<file path="src/rtl/twi_pkg.sv">
package twi_pkg;
  localparam int ADDR_W = 7;
  localparam int BYTE_W = 8;
  localparam int PFX_W  = 5;
  localparam logic [PFX_W-1:0] HS_PREFIX = 5'b00001;

  typedef enum logic [2:0] {
    ST_IDLE,
    ST_ADDR,
    ST_ACK,
    ST_HSNACK,
    ST_SKIP
  } twi_state_e;
endpackage

</file>
<file path="src/rtl/twi_sync.sv">
module twi_sync #(
  parameter int WIDTH  = 2,
  parameter int STAGES = 2
) (
  input  logic             clk_i,
  input  logic             rst_ni,
  input  logic [WIDTH-1:0] d_i,
  output logic [WIDTH-1:0] q_o
);
  for (genvar b = 0; b < WIDTH; b++) begin : g_bit
    logic [STAGES-1:0] chain;
    // bus idles high; reset to 1 avoids a false edge
    always_ff @(posedge clk_i or negedge rst_ni) begin
      if (!rst_ni) chain <= '1;
      else         chain <= {chain[STAGES-2:0], d_i[b]};
    end
    assign q_o[b] = chain[STAGES-1];
  end
endmodule

</file>
<file path="src/rtl/twi_cond.sv">
module twi_cond (
  input  logic clk_i,
  input  logic rst_ni,
  input  logic scl_s_i,
  input  logic sda_s_i,
  output logic start_o,
  output logic stop_o,
  output logic scl_rise_o,
  output logic scl_fall_o
);
  logic scl_q, sda_q;

  always_ff @(posedge clk_i or negedge rst_ni) begin
    if (!rst_ni) begin
      scl_q <= 1'b1;
      sda_q <= 1'b1;
    end else begin
      scl_q <= scl_s_i;
      sda_q <= sda_s_i;
    end
  end

  assign start_o    = scl_s_i & scl_q & sda_q & ~sda_s_i;
  assign stop_o     = scl_s_i & scl_q & ~sda_q & sda_s_i;
  assign scl_rise_o = scl_s_i & ~scl_q;
  assign scl_fall_o = ~scl_s_i & scl_q;
endmodule

</file>
<file path="src/rtl/twi_addr_fsm.sv">
module twi_addr_fsm
  import twi_pkg::*;
#(
  parameter logic [ADDR_W-1:0] SLV_ADDR = 7'b0110100
) (
  input  logic clk_i,
  input  logic rst_ni,
  input  logic sda_s_i,
  input  logic start_i,
  input  logic stop_i,
  input  logic scl_rise_i,
  input  logic scl_fall_i,
  output logic sda_pull_o,
  output logic addr_hit_o,
  output logic rd_wr_o,
  output logic hs_mode_o
);
  localparam int CNT_W = $clog2(BYTE_W + 1);
  localparam logic [CNT_W-1:0] LAST_BIT = CNT_W'(BYTE_W);

  twi_state_e        state;
  logic [BYTE_W-1:0] shreg;
  logic [CNT_W-1:0]  cnt;
  logic              ninth_seen;
  logic              addr_match, hs_code;

  assign addr_match = (shreg[BYTE_W-1:1] == SLV_ADDR);
  assign hs_code    = (shreg[BYTE_W-1:BYTE_W-PFX_W] == HS_PREFIX);

  always_ff @(posedge clk_i or negedge rst_ni) begin
    if (!rst_ni) begin
      state      <= ST_IDLE;
      shreg      <= '0;
      cnt        <= '0;
      ninth_seen <= 1'b0;
      sda_pull_o <= 1'b0;
      addr_hit_o <= 1'b0;
      rd_wr_o    <= 1'b0;
      hs_mode_o  <= 1'b0;
    end else begin
      addr_hit_o <= 1'b0;
      if (stop_i) begin
        state      <= ST_IDLE;
        sda_pull_o <= 1'b0;
        hs_mode_o  <= 1'b0;
      end else if (start_i) begin
        state      <= ST_ADDR;
        cnt        <= '0;
        sda_pull_o <= 1'b0;
      end else begin
        unique case (state)
          ST_ADDR: begin
            if (scl_rise_i) begin
              shreg <= {shreg[BYTE_W-2:0], sda_s_i};
              cnt   <= cnt + 1'b1;
            end else if (scl_fall_i && cnt == LAST_BIT) begin
              cnt        <= '0;
              ninth_seen <= 1'b0;
              if (addr_match) begin
                sda_pull_o <= 1'b1;
                rd_wr_o    <= shreg[0];
                state      <= ST_ACK;
              end else if (hs_code) begin
                state <= ST_HSNACK;
              end else begin
                state <= ST_SKIP;
              end
            end
          end
          ST_ACK: begin
            if (scl_rise_i) begin
              ninth_seen <= 1'b1;
            end else if (scl_fall_i && ninth_seen) begin
              sda_pull_o <= 1'b0;
              addr_hit_o <= 1'b1;
              state      <= ST_SKIP;
            end
          end
          ST_HSNACK: begin
            if (scl_rise_i) begin
              ninth_seen <= 1'b1;
            end else if (scl_fall_i && ninth_seen) begin
              hs_mode_o <= 1'b1;
              state     <= ST_SKIP;
            end
          end
          ST_IDLE, ST_SKIP: ;
          default: state <= ST_IDLE;
        endcase
      end
    end
  end

  // strobe lasts one cycle
  p_hit_pulse_r5: assert property (@(posedge clk_i) disable iff (!rst_ni)
    addr_hit_o |=> !addr_hit_o);

  // strobe coincides with the release of the pull-down
  p_hit_release_r3: assert property (@(posedge clk_i) disable iff (!rst_ni)
    addr_hit_o |-> (!sda_pull_o && $past(sda_pull_o)));

  // pull-down held until an SCL fall or a bus condition
  p_pull_hold_r3: assert property (@(posedge clk_i) disable iff (!rst_ni)
    (sda_pull_o && !scl_fall_i && !start_i && !stop_i) |=> sda_pull_o);

  // master code is never acknowledged
  p_hs_nack_r6: assert property (@(posedge clk_i) disable iff (!rst_ni)
    (state == ST_HSNACK) |-> !sda_pull_o);

  // mode flag rises only out of the master-code ninth clock
  p_hs_set_r6: assert property (@(posedge clk_i) disable iff (!rst_ni)
    $rose(hs_mode_o) |-> $past(state == ST_HSNACK));

  // STOP clears the mode flag
  p_hs_clear_r8: assert property (@(posedge clk_i) disable iff (!rst_ni)
    stop_i |=> !hs_mode_o);
endmodule

</file>
<file path="src/rtl/twi_hs_slave.sv">
module twi_hs_slave
  import twi_pkg::*;
#(
  parameter logic [ADDR_W-1:0] SLV_ADDR    = 7'b0110100,
  parameter int                SYNC_STAGES = 2
) (
  input  logic clk_i,
  input  logic rst_ni,
  input  logic scl_i,
  input  logic sda_i,
  output logic sda_pull_o,
  output logic addr_hit_o,
  output logic rd_wr_o,
  output logic hs_mode_o
);
  logic [1:0] line_s;
  logic       start, stop, scl_rise, scl_fall;

  twi_sync #(.WIDTH(2), .STAGES(SYNC_STAGES)) u_sync (
    .clk_i  (clk_i),
    .rst_ni (rst_ni),
    .d_i    ({scl_i, sda_i}),
    .q_o    (line_s)
  );

  twi_cond u_cond (
    .clk_i      (clk_i),
    .rst_ni     (rst_ni),
    .scl_s_i    (line_s[1]),
    .sda_s_i    (line_s[0]),
    .start_o    (start),
    .stop_o     (stop),
    .scl_rise_o (scl_rise),
    .scl_fall_o (scl_fall)
  );

  twi_addr_fsm #(.SLV_ADDR(SLV_ADDR)) u_fsm (
    .clk_i      (clk_i),
    .rst_ni     (rst_ni),
    .sda_s_i    (line_s[0]),
    .start_i    (start),
    .stop_i     (stop),
    .scl_rise_i (scl_rise),
    .scl_fall_i (scl_fall),
    .sda_pull_o (sda_pull_o),
    .addr_hit_o (addr_hit_o),
    .rd_wr_o    (rd_wr_o),
    .hs_mode_o  (hs_mode_o)
  );
endmodule

</file>
<file path="config.mk">
export PLATFORM = sky130hd
export DESIGN_NAME = twi_hs_slave
export DESIGN_NICKNAME = d
export VERILOG_FILES = /design/src/rtl/twi_pkg.sv /design/src/rtl/twi_sync.sv /design/src/rtl/twi_cond.sv /design/src/rtl/twi_addr_fsm.sv /design/src/rtl/twi_hs_slave.sv
export SDC_FILE = /design/constraint.sdc
export NUM_CORES = 1
export LEC_CHECK = 0
export ABC_AREA = 1
export BUFFER_PORTS_ARGS = -buffer_cell sky130_fd_sc_hd__buf_2
export CAP_MARGIN = 20
export CELL_PAD_IN_SITES_DETAIL_PLACEMENT = 1
export CELL_PAD_IN_SITES_GLOBAL_PLACEMENT = 1
export CORE_AREA = 5 5 61 63
export DETAILED_ROUTE_END_ITERATION = 7
export DIE_AREA = 0 0 66 68
export PLACE_DENSITY_LB_ADDON = 0.1
export SLEW_MARGIN = 10
export SYNTH_ARGS = -nofsm -noshare
export SYNTH_HDL_FRONTEND = slang
export SYNTH_HIERARCHICAL = 1
export SYNTH_SLANG_ARGS = --single-unit
</file>
<file path="constraint.sdc">
create_clock -name clk_i -period 2.1 [get_ports clk_i]
set_input_delay 0.21 -clock clk_i [delete_from_list [all_inputs] [get_ports clk_i]]
set_output_delay 0.21 -clock clk_i [all_outputs]
set_load 0.05 [all_outputs]
</file>
# Yosys cells after proc, flatten, opt, wreduce, memory -nomap -nowiden

Index checks and enable logic that the tools add are counted.

Eq/ne operators: 20
Muxes and demuxes: 35
Bitwise gates (word level): 14
Reduce and logical (&&, ||, !) cells: 18
$add $sub $neg: 1

Operators with widths:

| cell                | number |
|---|---|
| $mux 3              | 8 |
| $mux 1              | 20 |
| $reduce_and 6->1    | 3 |
| $mux 4              | 4 |
| $ne 4x3->1 const B  | 3 |
| $ne 4x4->1 const B  | 3 |
| $pmux 3 s3          | 1 |
| $reduce_and 4->1    | 2 |
| $reduce_bool 2->1   | 4 |
| $and 1x1->1         | 7 |
| $eq 7x6->1 const B  | 1 |
| $not 1->1           | 7 |
| $eq 3x2->1 const B  | 2 |
| $ne 2x1->1 const B  | 3 |
| $eq 5x1->1 const B  | 1 |
| $reduce_and 5->1    | 1 |
| $add 4x1->4 const B | 1 |
| $eq 4x4->1 const B  | 1 |
| $ne 2x2->1 const B  | 2 |
| $ne 4x1->1 const B  | 1 |
| $pmux 1 s2          | 2 |
| $reduce_bool 4->1   | 1 |
| $reduce_or 2->1     | 2 |
| $eq 3x1->1 const B  | 1 |
| other kinds (6)     | 7 |

Logic and storage cells: 100
Input bits: 4
Output and inout port bits: 4
Register bits: 26

# Depth between registers and ports, before layout

Gate-level depths: netlist (run 1).

Depth after elaboration: 8
Mapped depth: 13
Gate-level depth less buffers: 12

# Hierarchy

The synthesis (run 1) kept the hierarchy.

Modules (own cells, without submodules):

| module       | times used | seq. area each (um^2) | area each (um^2) | cells an instance |
|---|---|---|---|---|
| twi_addr_fsm | 1          | 500.5                 | 1116.1           | 140 |
| twi_sync     | 1          | 105.1                 | 120.1            | 6 |
| twi_cond     | 1          | 52.6                  | 93.8             | 13 |

# Least setup slack after synthesis (run 1)

Ideal clock, no wire load.

Path kind: reg2reg
Start: register u_sync.g_bit[1].chain[1]
End: register u_fsm.state[1]
Cell stages (with the launch flop): 13
Path buffers: 1
Path slack: 0.472 ns
Library setup time: 0.117 ns
Required time: 1.983 ns
Arrival: 1.510 ns
Period minus slack after synthesis: 1.628 ns
Cell sequence: dfstp_2 buf_4 nand2_1 nor2_1 nor2_4 inv_4 nor2_8 nand2_2 nand2_1 nand2_2 clkinv_2 nand2_1 nand2_1

Word-level cells in the longest chain between the ends: 5
Elaborated cells on any way between the ends: 18
Classes of those cells: 5 x eq/ne; 2 x mux; 8 x bitwise; 3 x reduce/logical

RTL lines:

| what                                         | line               | source |
|---|---|---|
| from (decl)                                  | twi_sync.sv:11     | `logic [STAGES-1:0] chain;` |
| from (signal assigned)                       | twi_sync.sv:15     | `else chain <= {chain[STAGES-2:0], d_i[b]};` |
| $and 1x1->1 * (3 in series)                  | twi_cond.sv:24     | `assign stop_o = scl_s_i & scl_q & ~sda_q & sda_s_i;` |
| via stop                                     | twi_hs_slave.sv:17 | `logic start, stop, scl_rise, scl_fall;` |
| $ne 4x3->1 (no line) (tied with other cells) | n/a                |  |
| $reduce_and 5->1 (no line)                   | n/a                |  |
| to (signal assigned)                         | twi_addr_fsm.sv:32 | `state <= ST_IDLE;` |
| to (signal assigned)                         | twi_addr_fsm.sv:43 | `state <= ST_IDLE;` |
| to (signal assigned)                         | twi_addr_fsm.sv:47 | `state <= ST_ADDR;` |
| to (decl)                                    | twi_addr_fsm.sv:21 | `twi_state_e state;` |

Mark *: on every way through the listed nets, which the timed path passes. The rest lies on a longest branch.
A chain may end at the register's enable or synchronous reset.

# Worst setup path after layout (run 1)

Start: register u_sync.g_bit[1].chain[1]
End: register u_fsm.state[1]

Word-level cells in the longest chain between the ends: 5
Elaborated cells on any way between the ends: 18
Classes of those cells: 5 x eq/ne; 2 x mux; 8 x bitwise; 3 x reduce/logical

RTL lines:

| what                                                        | line               | source |
|---|---|---|
| $and 1x1->1 * (3 in series)                                 | twi_cond.sv:23     | `assign start_o = scl_s_i & scl_q & sda_q & ~sda_s_i;` |
| via start                                                   | twi_hs_slave.sv:17 |  |
| $ne 4x3->1 (no line) (tied with other cells)                | n/a                |  |
| $reduce_and 5->1 (no line) / $mux 3 (equally long branches) | n/a                |  |

Marked as above.

==> run_results.csv, run 1 <==
group,metric,value,unit
die,start_util,41.8,%
synthesis,synth_cells,159,
synthesis,synth.top_cell.area_share,37.6,%
clock_network,cts_resized,0,
place,dp_hpwl,2160,um
timing,period_needed,1.79,ns
synthesis,avgSynthCellArea,8.36,um2
clock_network,holdBufCountCts,3,
critical_path,r2r-end,"u_fsm/state[1]",
die,die_area,0.00449,mm2
route,ant_nets,0,
timing,grt_setup_unrepaired,"no",
clock_network,cts_made_buffers,3,
timing,hold_viol,0,
clock_network,clock-root-buffer,"clkbuf_4",
hold_path,worstHoldStart,"u_sync/g_bit[1].chain[0]",
final_layout,utilization,46.8,%
synthesis,synth-async-reset-ratio,100,%
timing,relSlewSlack,62.2,%
route,dr.pass1.iters,4,
critical_path,critPathLaunchType,"flip-flop",
global_route,grtUsageTotal,14.1,%
synthesis,ys_seq_area_share,49.5,%
critical_path,crit_fanout,8,
hold_path,holdPathStages,0,
final_layout,drive_gt1_share,21.1,%
critical_path,endpoint_kind,"flip-flop",
global_route,grt_pass1_vias,1079,
synthesis,netlist_area,0.00133,mm2
clock_network,clk_latency,0.32,ns
timing,tns,0,ns
route,wl,2680,um
synthesis,synth_cell_types,25,
clock_network,post_cts_buffers,0,
power,power.total,1.37,mW
final_layout,final_cells,217,
synthesis,synth_edf_count,0,
timing,worst_pin_slew,0.567,ns
timing,final-setup-viol-count,0,
place,placed_area,0.00140,mm2
clock_network,clk_pin_slew,0.14,ns
die,die_h,68,um
final_layout,multiInputGateArea,552,um2
run,cap_viol_max_count,0,
clock_network,clock_path_buffers,2,
clock_network,cts_sinks,26,
synthesis,synth.most_common_cell,"nand2_1",
critical_path,cp.arrival,2.01,ns
critical_path,rrSetupSlack,0.31,ns
die,io_pins,8,
final_layout,regArea,658,um2
critical_path,cp.required,2.32,ns
hold_path,min_to,"u_sync/g_bit[1].chain[1]",
synthesis,synth_common_cells,"40 x nand2_1, 21 x inv_1, 20 x dfrtp_1",
route,drc,0,
final_layout,fillerInstances,393,
route,routedWlPerCell,12.3,um
synthesis,syn-num-nets,165,
synthesis,ys_seq_elements,26,
route,dr.first_iter.drc_count,48,
timing,whs,0.370,ns
place,dp.cells,210,
die,rows,21,
die,die_w,66,um
final_layout,antennaDiodeCount,0,
critical_path,critical_path_class,"reg2reg",
final_layout,syn_to_final_growth,11.8,%
place,place_ws,0.319,ns
outcome,outcome,"completed",
timing,slew_viol_final,0,
hold_path,holdCritPathClass,"reg2reg",
global_route,grt_pass1_wl,4860,um
critical_path,rr_worst_depth,11,
synthesis,ys_warn_count,6,
place,port_buffers,7,
clock_network,htreeDepth,1,
final_layout,postLayoutCellArea,0.00149,mm2
global_route,antenna_found_initial,0,
timing,skew,0.00966,ns
timing,min_period_over_period,85.3,%
timing,finalWorstSetupSlack,0.310,ns
power,power_per_cell_area,924,mW/mm2
die,core_area,0.00318,mm2
global_route,overflow,0,
critical_path,rr_startpoint,"u_sync/g_bit[1].chain[1]",
global_route,grt_max_degree,27,
synthesis,synth_top_area_cell,"dfrtp_1",
timing,max_freq,0.559,GHz
power,p_leak,0.765,nW
final_layout,fin_nets,178,
synthesis,ys.flop_type,"dfrtp_1",
route,vias_per_cell,4.82,
route,vias,1047,
clock_network,cts_tree,"yes",
power,ir_drop,0.000344,V
place,place.gp.congestion,0.757,
synthesis,ys_top_cells_by_area,"dfrtp_1 38%, dfstp_2 12%, nand2_1 11%, inv_1 5.9%, nand3_1 5.3%",
-- cell families (layout without fill, tap and decap cells) --
| family | count (synthesis) | count (layout) | share of synthesized area, % |
|---|---|---|---|
| AO/OA/AOI/OAI | 19 | 19 | 10.1 |
| XOR/XNOR | 2 | 2 | 1.32 |
| adder cells (fa/ha/maj) | 2 | 2 | 1.88 |
| buffers and inverters | 27 | 39 | 9.03 |
| flip-flops | 26 | 26 | 49.5 |
| AND/OR/NAND/NOR | 83 | 83 | 28.2 |
-- power breakdown --
group / switching [mW] / internal, mW / leakage, nW
combinational: 0.250 / 0.124 / 0.405
clock: 0.145 / 0.193 / 0.0279
sequential: 0.0602 / 0.602 / 0.331
total: 0.455 / 0.919 / 0.765
-- placed cells by master (no fill, tap or decap) --
master,instances
nand2_1,40
inv_1,21
dfrtp_1,20
nor2_1,18
nand3_1,14
buf_2,7
dfstp_2,6
o21ai_0,6
a21oi_2,5
nor3_1,4
o21ai_2,4
clkbuf_4,3
dlygate4sd3_1,3
nand2_2,3
a21oi_1,2
xor2_1,2
ha_1,2
bufinv_16,1
nor2_4,1
inv_4,1
inv_2,1
nor2_8,1
nand2_4,1
clkinv_2,1
o21a_1,1
nor4_1,1
a211oi_1,1
buf_4,1
-- worst max path at each step --
stage / startpoint / to / slack [ns] / cells past startpoint
4_1_cts: u_sync/g_bit[1].chain[1] / u_fsm/state[1] / 0.29 / 11
3_3_place_gp: u_sync/g_bit[1].chain[1] / u_fsm/state[2] / 0.36 / 11
3_5_place_dp: u_sync/g_bit[1].chain[1] / u_fsm/state[1] / 0.32 / 11
5_1_grt: u_sync/g_bit[1].chain[1] / u_fsm/state[2] / 0.15 / 11
6_report: u_sync/g_bit[1].chain[1] / u_fsm/state[1] / 0.31 / 11
2_1_floorplan: u_sync/g_bit[1].chain[1] / u_fsm/state[1] / 0.47 / 12
-- flip-flops by register name (all words and copies together) (netlist names) --
signal and flops:
u_cond/scl_q 1, u_cond/sda_q 1, u_fsm/addr_hit_o 1, u_fsm/cnt 4
u_fsm/hs_mode_o 1, u_fsm/ninth_seen 1, u_fsm/rd_wr_o 1, u_fsm/sda_pull_o 1
u_fsm/shreg 8, u_fsm/state 3, u_sync/g_bit.chain 4
-- worst max-delay path, stage by stage (launching register included) --
cell and delay [ns]:
dfstp_2 0.58, nand2_1 0.07, nor2_1 0.34, nor2_4 0.12, inv_4 0.10, nor2_8 0.06
nand2_2 0.06, nand2_1 0.06, nand2_2 0.10, clkinv_2 0.07, nand2_1 0.06, nand2_1 0.05
-- routing by layer --
metal  part of all wire, %  track usage (%)  vias up
met2                    51             25.0        6
met3                   1.6             2.46        2
met4                  0.56             3.81        0
met5                     0                0        -
met1                    47             17.6      516
li1                      -                -      523
-- cell type report --
cell class,count,area share (%)
clock buffer,3,1.52
clock inverter,1,2.02
inverter,24,6.31
multi-input combinational,106,37.1
sequential,26,44.3
tap,46,3.87
timing repair buffer,11,4.88
(Power assumes the default switching activity.)
==> run 2: changes to the inputs <==
--- a/config.mk
+++ b/config.mk
@@ -10,9 +10,9 @@
 export CAP_MARGIN = 20
 export CELL_PAD_IN_SITES_DETAIL_PLACEMENT = 1
 export CELL_PAD_IN_SITES_GLOBAL_PLACEMENT = 1
-export CORE_AREA = 5 5 61 63
+export CORE_AREA = 5 5 73 75
 export DETAILED_ROUTE_END_ITERATION = 7
-export DIE_AREA = 0 0 66 68
+export DIE_AREA = 0 0 78 80
 export PLACE_DENSITY_LB_ADDON = 0.1
 export SLEW_MARGIN = 10
 export SYNTH_ARGS = -nofsm -noshare
==> constraint.sdc (replaced) <==
create_clock -name clk_i -period 1.51 [get_ports clk_i]
set_input_delay 0.151 -clock clk_i [delete_from_list [all_inputs] [get_ports clk_i]]
set_output_delay 0.151 -clock clk_i [all_outputs]
set_load 0.05 [all_outputs]
==> run_results.csv, run 2 (same netlist as run 1, synthesis figures left out) <==
group,metric,value,unit
power,p_seq_share,43.7,%
critical_path,rrSetupSlack,-0.04,ns
route,drc,0,
die,core_area,0.00460,mm2
critical_path,cp.arrival,1.72,ns
global_route,grt_max_degree,27,
die,die_h,80,um
hold_path,holdPathStages,0,
final_layout,layout_common_cells,"29 x nand2_1, 20 x dfrtp_1, 19 x buf_4, 16 x inv_1, 10 x nand3_1",
global_route,grt_pass1_wl,5530,um
final_layout,largest_reg_flops,8,
clock_network,clk_pin_slew,0.10,ns
clock_network,clock_path_buffers,2,
critical_path,critical_path_class,"reg2reg",
clock_network,clk_latency,0.27,ns
timing,period_needed,1.55,ns
global_route,antenna_found_initial,0,
timing,slew_viol_final,0,
critical_path,cp.required,1.68,ns
outcome,outcome,"complete, but fails checks",
timing,min_period_over_period,103,%
die,rows,25,
critical_path,rr_startpoint,"u_cond/sda_q",
critical_path,endpoint_kind,"flip-flop",
route,dr.first_iter.drc_count,36,
critical_path,crit_start,"u_cond/sda_q",
power,p_leak,0.884,nW
critical_path,crit_fanout,5,
power,comb_power_share,34.1,%
power,ir_drop,0.000574,V
critical_path,cp_slowest_cell,"dfstp_2",
route,routedWlPerCell,13.5,um
timing,skew,0.00351,ns
final_layout,fillerInstances,544,
outcome,violations,"negative setup slack",
clock_network,cts_sinks,26,
run,cap_viol_max_count,0,
route,vias,1147,
final_layout,syn_to_final_growth,41.9,%
power,power_per_cell_area,1130,mW/mm2
critical_path,cp_cell_sequence,"inv_1, nand2_2, nor2_4, nor2_4, inv_4, nor2_8, buf_4, nand3_1, o21a_1",
timing,tns,-0.210,ns
route,route.met2.wl,1750,um
hold_path,worstHoldStart,"u_sync/g_bit[1].chain[0]",
timing,worst_pin_slew,0.597,ns
route,vias_per_cell,4.64,
timing,relSlewSlack,60.2,%
power,switchingPower,773,uW
clock_network,clock-root-buffer,"clkbuf_8",
critical_path,cpPeakStageDelay,0.55,ns
critical_path,worst_path_most_repeated_cell,"nor2_4",
die,io_pins,8,
route,wl_met3,63,um
power,swShare,36.2,%
place,port_buffers,7,
hold_path,holdCritPathClass,"reg2reg",
place,dp_hpwl,2290,um
clock_network,cts_made_buffers,3,
place,place_ws,-0.187,ns
final_layout,antennaDiodeCount,0,
route,dr.pass1.iters,3,
global_route,overflow,0,
place,placed_area,0.00154,mm2
timing,finalWorstSetupSlack,-0.0429,ns
final_layout,regMostFlops,"u_fsm/shreg",
power,clkPwrFrac,22.1,%
final_layout,drive_gt1_share,47.2,%
place,place.gp.congestion,0.767,
clock_network,cts_tree,"yes",
final_layout,reg_top3,"u_fsm/shreg: 8 flops, u_fsm/cnt: 4 flops, u_sync/g_bit.chain: 4 flops",
route,routed.top_layer,"met4",
global_route,grt_pass1_vias,1210,
timing,max_freq,0.644,GHz
timing,grt_setup_unrepaired,"yes",
route,ant_nets,0,
clock_network,htreeDepth,1,
final_layout,fin_nets,200,
final_layout,multiInputGateArea,769,um2
power,power.internal,1.36,mW
hold_path,min_to,"u_sync/g_bit[1].chain[1]",
final_layout,postLayoutCellArea,0.00189,mm2
critical_path,critPathLaunchType,"flip-flop",
critical_path,rr_worst_depth,9,
route,wl,3320,um
critical_path,r2r-end,"u_fsm/rd_wr_o",
die,die_area,0.00624,mm2
route,met1_length,1490,um
final_layout,final_common_cell,"nand2_1",
timing,hold_viol,0,
timing,final-setup-viol-count,11,
die,die_w,78,um
global_route,grtUsageTotal,11.0,%
final_layout,regArea,658,um2
die,start_util,28.9,%
-- run 2: changes by cell type in the layout (fill, tap and decap cells not counted), moves of 5 or more --
cell     delta
nor2_1      -9
inv_1       -5
nand2_2     +5
nand2_1    -11
nor2_2      +5
inv_2       +5
nand2_4     +5
buf_4      +18
-- run 2: worst max path at each step --
stage / end / depth (start not counted) / slack (ns)
floorplan: u_fsm/shreg[1] / 11 / -0.05
global placement: u_fsm/state[1] / 11 / -0.18
detailed placement: u_fsm/state[1] / 11 / -0.19
CTS: u_fsm/state[2] / 11 / -0.03
global route: u_fsm/shreg[6] / 10 / -0.13
finish: u_fsm/rd_wr_o / 9 / -0.04
-- run 2: what timing repair did --
action / CTS / global route
resized for setup: 17 / 27
endpoints found under the setup margin: 16 / 19
setup buffers: 3 / 4
pin swaps: 5 / 8
cloned: 0 / 2
endpoints found under the hold margin: 22 / 0
hold buffers: 3 / 0
-- run 2: metrics by stage --
stage          total power [mW]  util [%]  hold WS [ns]  std cells
3_5_place_dp               1.54      33.5         0.196        231
2_1_floorplan              1.35         -        -0.145        159
4_1_cts                    2.06      37.0         0.363        241
3_3_place_gp               1.53      33.5         0.190        231
5_1_grt                    2.28      41.0         0.371        247
6_report                   2.13      41.0         0.362        247
-- run 2: layer usage --
| metal | vias up | track usage (%) |
|---|---|---|
| met5 | - | 0 |
| met1 | 568 | 13.8 |
| met2 | 6 | 18.9 |
| met3 | 2 | 2.03 |
| li1 | 571 | - |
| met4 | 0 | 3.55 |
-- run 2: critical path: cells and delay by family, from the launching register on --
kind / cells / cell delay (ns)
buffers and inverters: 3 / 0.25
and+or+nand+nor: 5 / 0.52
AOI/OAI and AO/OA: 1 / 0.13
DFF: 1 / 0.55
-- run 2: final cells by class --
type	instances	area share (%)
clock buffer	4	2.92
multi-input combinational	108	40.8
sequential	26	34.9
inverter	24	5.17
tap	54	3.58
timing repair buffer	31	12.7
-- run 2: power by group through the flow --
stage / combinational [mW] / clock, mW / sequential, mW
floorplan: 0.389 / 0 / 0.963
global placement: 0.598 / 0 / 0.928
detailed placement: 0.608 / 0 / 0.933
CTS: 0.649 / 0.492 / 0.920
global route: 0.816 / 0.514 / 0.953
finish: 0.728 / 0.472 / 0.933
==> run 3: changes to the inputs <==
--- a/config.mk
+++ b/config.mk
@@ -10,12 +10,13 @@
 export CAP_MARGIN = 20
 export CELL_PAD_IN_SITES_DETAIL_PLACEMENT = 1
 export CELL_PAD_IN_SITES_GLOBAL_PLACEMENT = 1
-export CORE_AREA = 5 5 73 75
+export CORE_AREA = 5 5 71 73
 export DETAILED_ROUTE_END_ITERATION = 7
-export DIE_AREA = 0 0 78 80
+export DIE_AREA = 0 0 76 78
 export PLACE_DENSITY_LB_ADDON = 0.1
+export RECOVER_POWER = 100
 export SLEW_MARGIN = 10
 export SYNTH_ARGS = -nofsm -noshare
 export SYNTH_HDL_FRONTEND = slang
-export SYNTH_HIERARCHICAL = 1
 export SYNTH_SLANG_ARGS = --single-unit
+export TNS_END_PERCENT = 20
==> run_results.csv, run 3 <==
group,metric,value,unit
timing,skew,0.0130,ns
timing,final-setup-viol-count,0,
timing,worst_pin_slew,0.675,ns
clock_network,clk_latency,0.28,ns
route,dr.first_iter.drc_count,31,
power,ir_drop,0.000373,V
critical_path,cp.required,1.69,ns
timing,finalWorstSetupSlack,0.0873,ns
final_layout,layout_common_cells,"42 x nand2_1, 22 x inv_1, 20 x dfrtp_1, 11 x nor2_1",
critical_path,rr_worst_depth,7,
die,die_w,76,um
synthesis,synth_cells,154,
synthesis,synth_cell_types,23,
die,core_area,0.00429,mm2
final_layout,largest_reg_flops,8,
synthesis,netlist_area,0.00127,mm2
synthesis,synth-async-reset-ratio,100,%
timing,grt_setup_unrepaired,"yes",
synthesis,ys_seq_area_share,52.0,%
hold_path,min_to,"u_sync.g_bit[1].chain[1]",
die,die_area,0.00593,mm2
die,rows,24,
synthesis,ys_seq_elements,26,
synthesis,synth_common_cells,"43 x nand2_1, 23 x inv_1, 20 x dfrtp_1",
timing,relSlewSlack,55.0,%
clock_network,cts_sinks,26,
clock_network,clock-root-buffer,"clkbuf_8",
timing,max_freq,0.703,GHz
synthesis,synth_edf_count,0,
critical_path,crit_fanout,5,
clock_network,htreeDepth,1,
timing,min_period_over_period,94.2,%
critical_path,rrSetupSlack,0.09,ns
timing,tns,0,ns
die,start_util,29.5,%
place,place.gp.congestion,0.749,
hold_path,holdPathStages,0,
route,routedWlPerCell,12.5,um
clock_network,cts_tree,"yes",
power,p_leak,0.737,nW
synthesis,syn-num-nets,160,
global_route,overflow,0,
final_layout,final_common_cell,"nand2_1",
critical_path,critPathLaunchType,"flip-flop",
critical_path,cp.arrival,1.60,ns
global_route,antenna_found_initial,0,
critical_path,rr_startpoint,"u_fsm.state[0]",
clock_network,cts_made_buffers,3,
clock_network,clock_path_buffers,2,
critical_path,critical_path_class,"reg2reg",
synthesis,avgSynthCellArea,8.22,um2
timing,hold_viol,0,
timing,period_needed,1.42,ns
run,cap_viol_max_count,0,
final_layout,syn_to_final_growth,20.1,%
final_layout,drive_gt1_share,22.5,%
final_layout,fin_nets,180,
clock_network,clk_pin_slew,0.10,ns
die,die_h,78,um
synthesis,synth.top_cell.area_share,39.5,%
final_layout,antennaDiodeCount,0,
route,dr.pass1.iters,4,
synthesis,synth_top_area_cell,"dfrtp_1",
route,wl,2800,um
synthesis,ys_top_cells_by_area,"dfrtp_1 40%, nand2_1 13%, dfstp_2 12%, inv_1 6.8%, nor2_1 3.6%",
global_route,grtUsageTotal,9.68,%
place,dp_hpwl,2110,um
route,vias_per_cell,4.56,
route,drc,0,
route,ant_nets,0,
critical_path,endpoint_kind,"flip-flop",
synthesis,ys.flop_type,"dfrtp_1",
power,power.total,1.58,mW
critical_path,cp_cell_sequence,"inv_2, nor3_4, buf_6, nand3_1, nand3_2, nand3b_1, o21ai_0",
final_layout,reg_top3,"u_fsm.shreg: 8 flops, u_fsm.cnt: 4 flops, u_sync.g_bit.chain: 4 flops",
hold_path,worstHoldStart,"u_sync.g_bit[1].chain[0]",
critical_path,r2r-end,"u_fsm.cnt[3]",
die,io_pins,8,
global_route,grt_pass1_vias,1082,
synthesis,synth.most_common_cell,"nand2_1",
critical_path,cp_slowest_cell,"dfrtp_1",
outcome,outcome,"completed",
place,place_ws,0.0250,ns
place,port_buffers,7,
synthesis,ys_warn_count,0,
hold_path,holdCritPathClass,"reg2reg",
power,power_per_cell_area,1040,mW/mm2
route,vias,1025,
timing,slew_viol_final,0,
critical_path,cpPeakStageDelay,0.41,ns
final_layout,regMostFlops,"u_fsm.shreg",
global_route,grt_max_degree,27,
global_route,grt_pass1_wl,4770,um
-- run 3: cell types whose count changed after synthesis, sizes merged, moves of 2 or more --
cell and delta:
nand2 +3, buf -2, or2 +2, a21oi -5, o21ai +5, nor2 -4
nand3 -6, nor3 -3, inv +3, nand4 +4
-- run 3: per-stage QoR --
stage,area [um2],hold slack [ns],cells,util [%]
final,1520,0.359,225,35.4
after global routing,1520,0.362,225,35.4
after CTS,1470,0.362,223,34.1
after detailed placement,1390,0.205,216,32.4
after global placement,1390,0.186,216,32.4
after floorplan,1270,-0.145,154,-
-- run 3: kinds of logic after synthesis --
logic type      after synthesis  share of synthesized area (%)
simple gates                 79                           29.1
fa+ha+maj                     2                           1.98
compound gates               19                           8.20
xor+xnor                      1                          0.692
buf+inv                      27                           8.10
flops                        26                           52.0
-- run 3: worst max-delay path by stage --
stage	from	to	slack, ns	cells after the start
after global routing	u_fsm.state[0]	u_fsm.sda_pull_o	-0.04	9
after global placement	u_sync.g_bit[1].chain[1]	u_fsm.state[2]	0.03	9
final	u_fsm.state[0]	u_fsm.cnt[3]	0.09	7
after floorplan	u_sync.g_bit[1].chain[1]	u_fsm.state[2]	0.19	9
after CTS	u_sync.g_bit[1].chain[1]	u_fsm.cnt[3]	0.01	6
after detailed placement	u_sync.g_bit[1].chain[1]	u_fsm.state[2]	0.03	9
-- run 3: critical path: cells and delay by family (launching register included) --
| family | cells | cell delay [ns] |
|---|---|---|
| AND/OR/NAND/NOR | 4 | 0.61 |
| AO/OA/AOI/OAI | 1 | 0.08 |
| flip-flops | 1 | 0.41 |
| buffers and inverters | 2 | 0.22 |
-- run 3: final cells by class --
class,instances,area [um2]
fill,528,2770
sequential,26,658
multi-input combinational,101,541
timing repair buffer,16,114
inverter,26,97.6
tap,52,65.1
clock buffer,4,45.0
-- run 3: timing repair --
item,in CTS,in global routing
hold endpoints to repair,22,0
gates resized for setup,0,11
setup buffers,0,2
hold buffers,3,0
endpoints found under the setup margin,0,10
-- run 3: power breakdown --
part / switching, mW / leakage, nW / internal, mW
Sequential: 0.0512 / 0.336 / 0.773
Clock: 0.224 / 0.0228 / 0.189
Combinational: 0.222 / 0.378 / 0.121
-- run 3: per-layer routing --
metal  vias up  GRT usage, %  routed length [um]
met2        11          16.7                1370
met5         -             0                   0
met1       494          12.0                1310
met4         0          3.20                  49
met3         6          1.97                  71
li1        514             -                   -
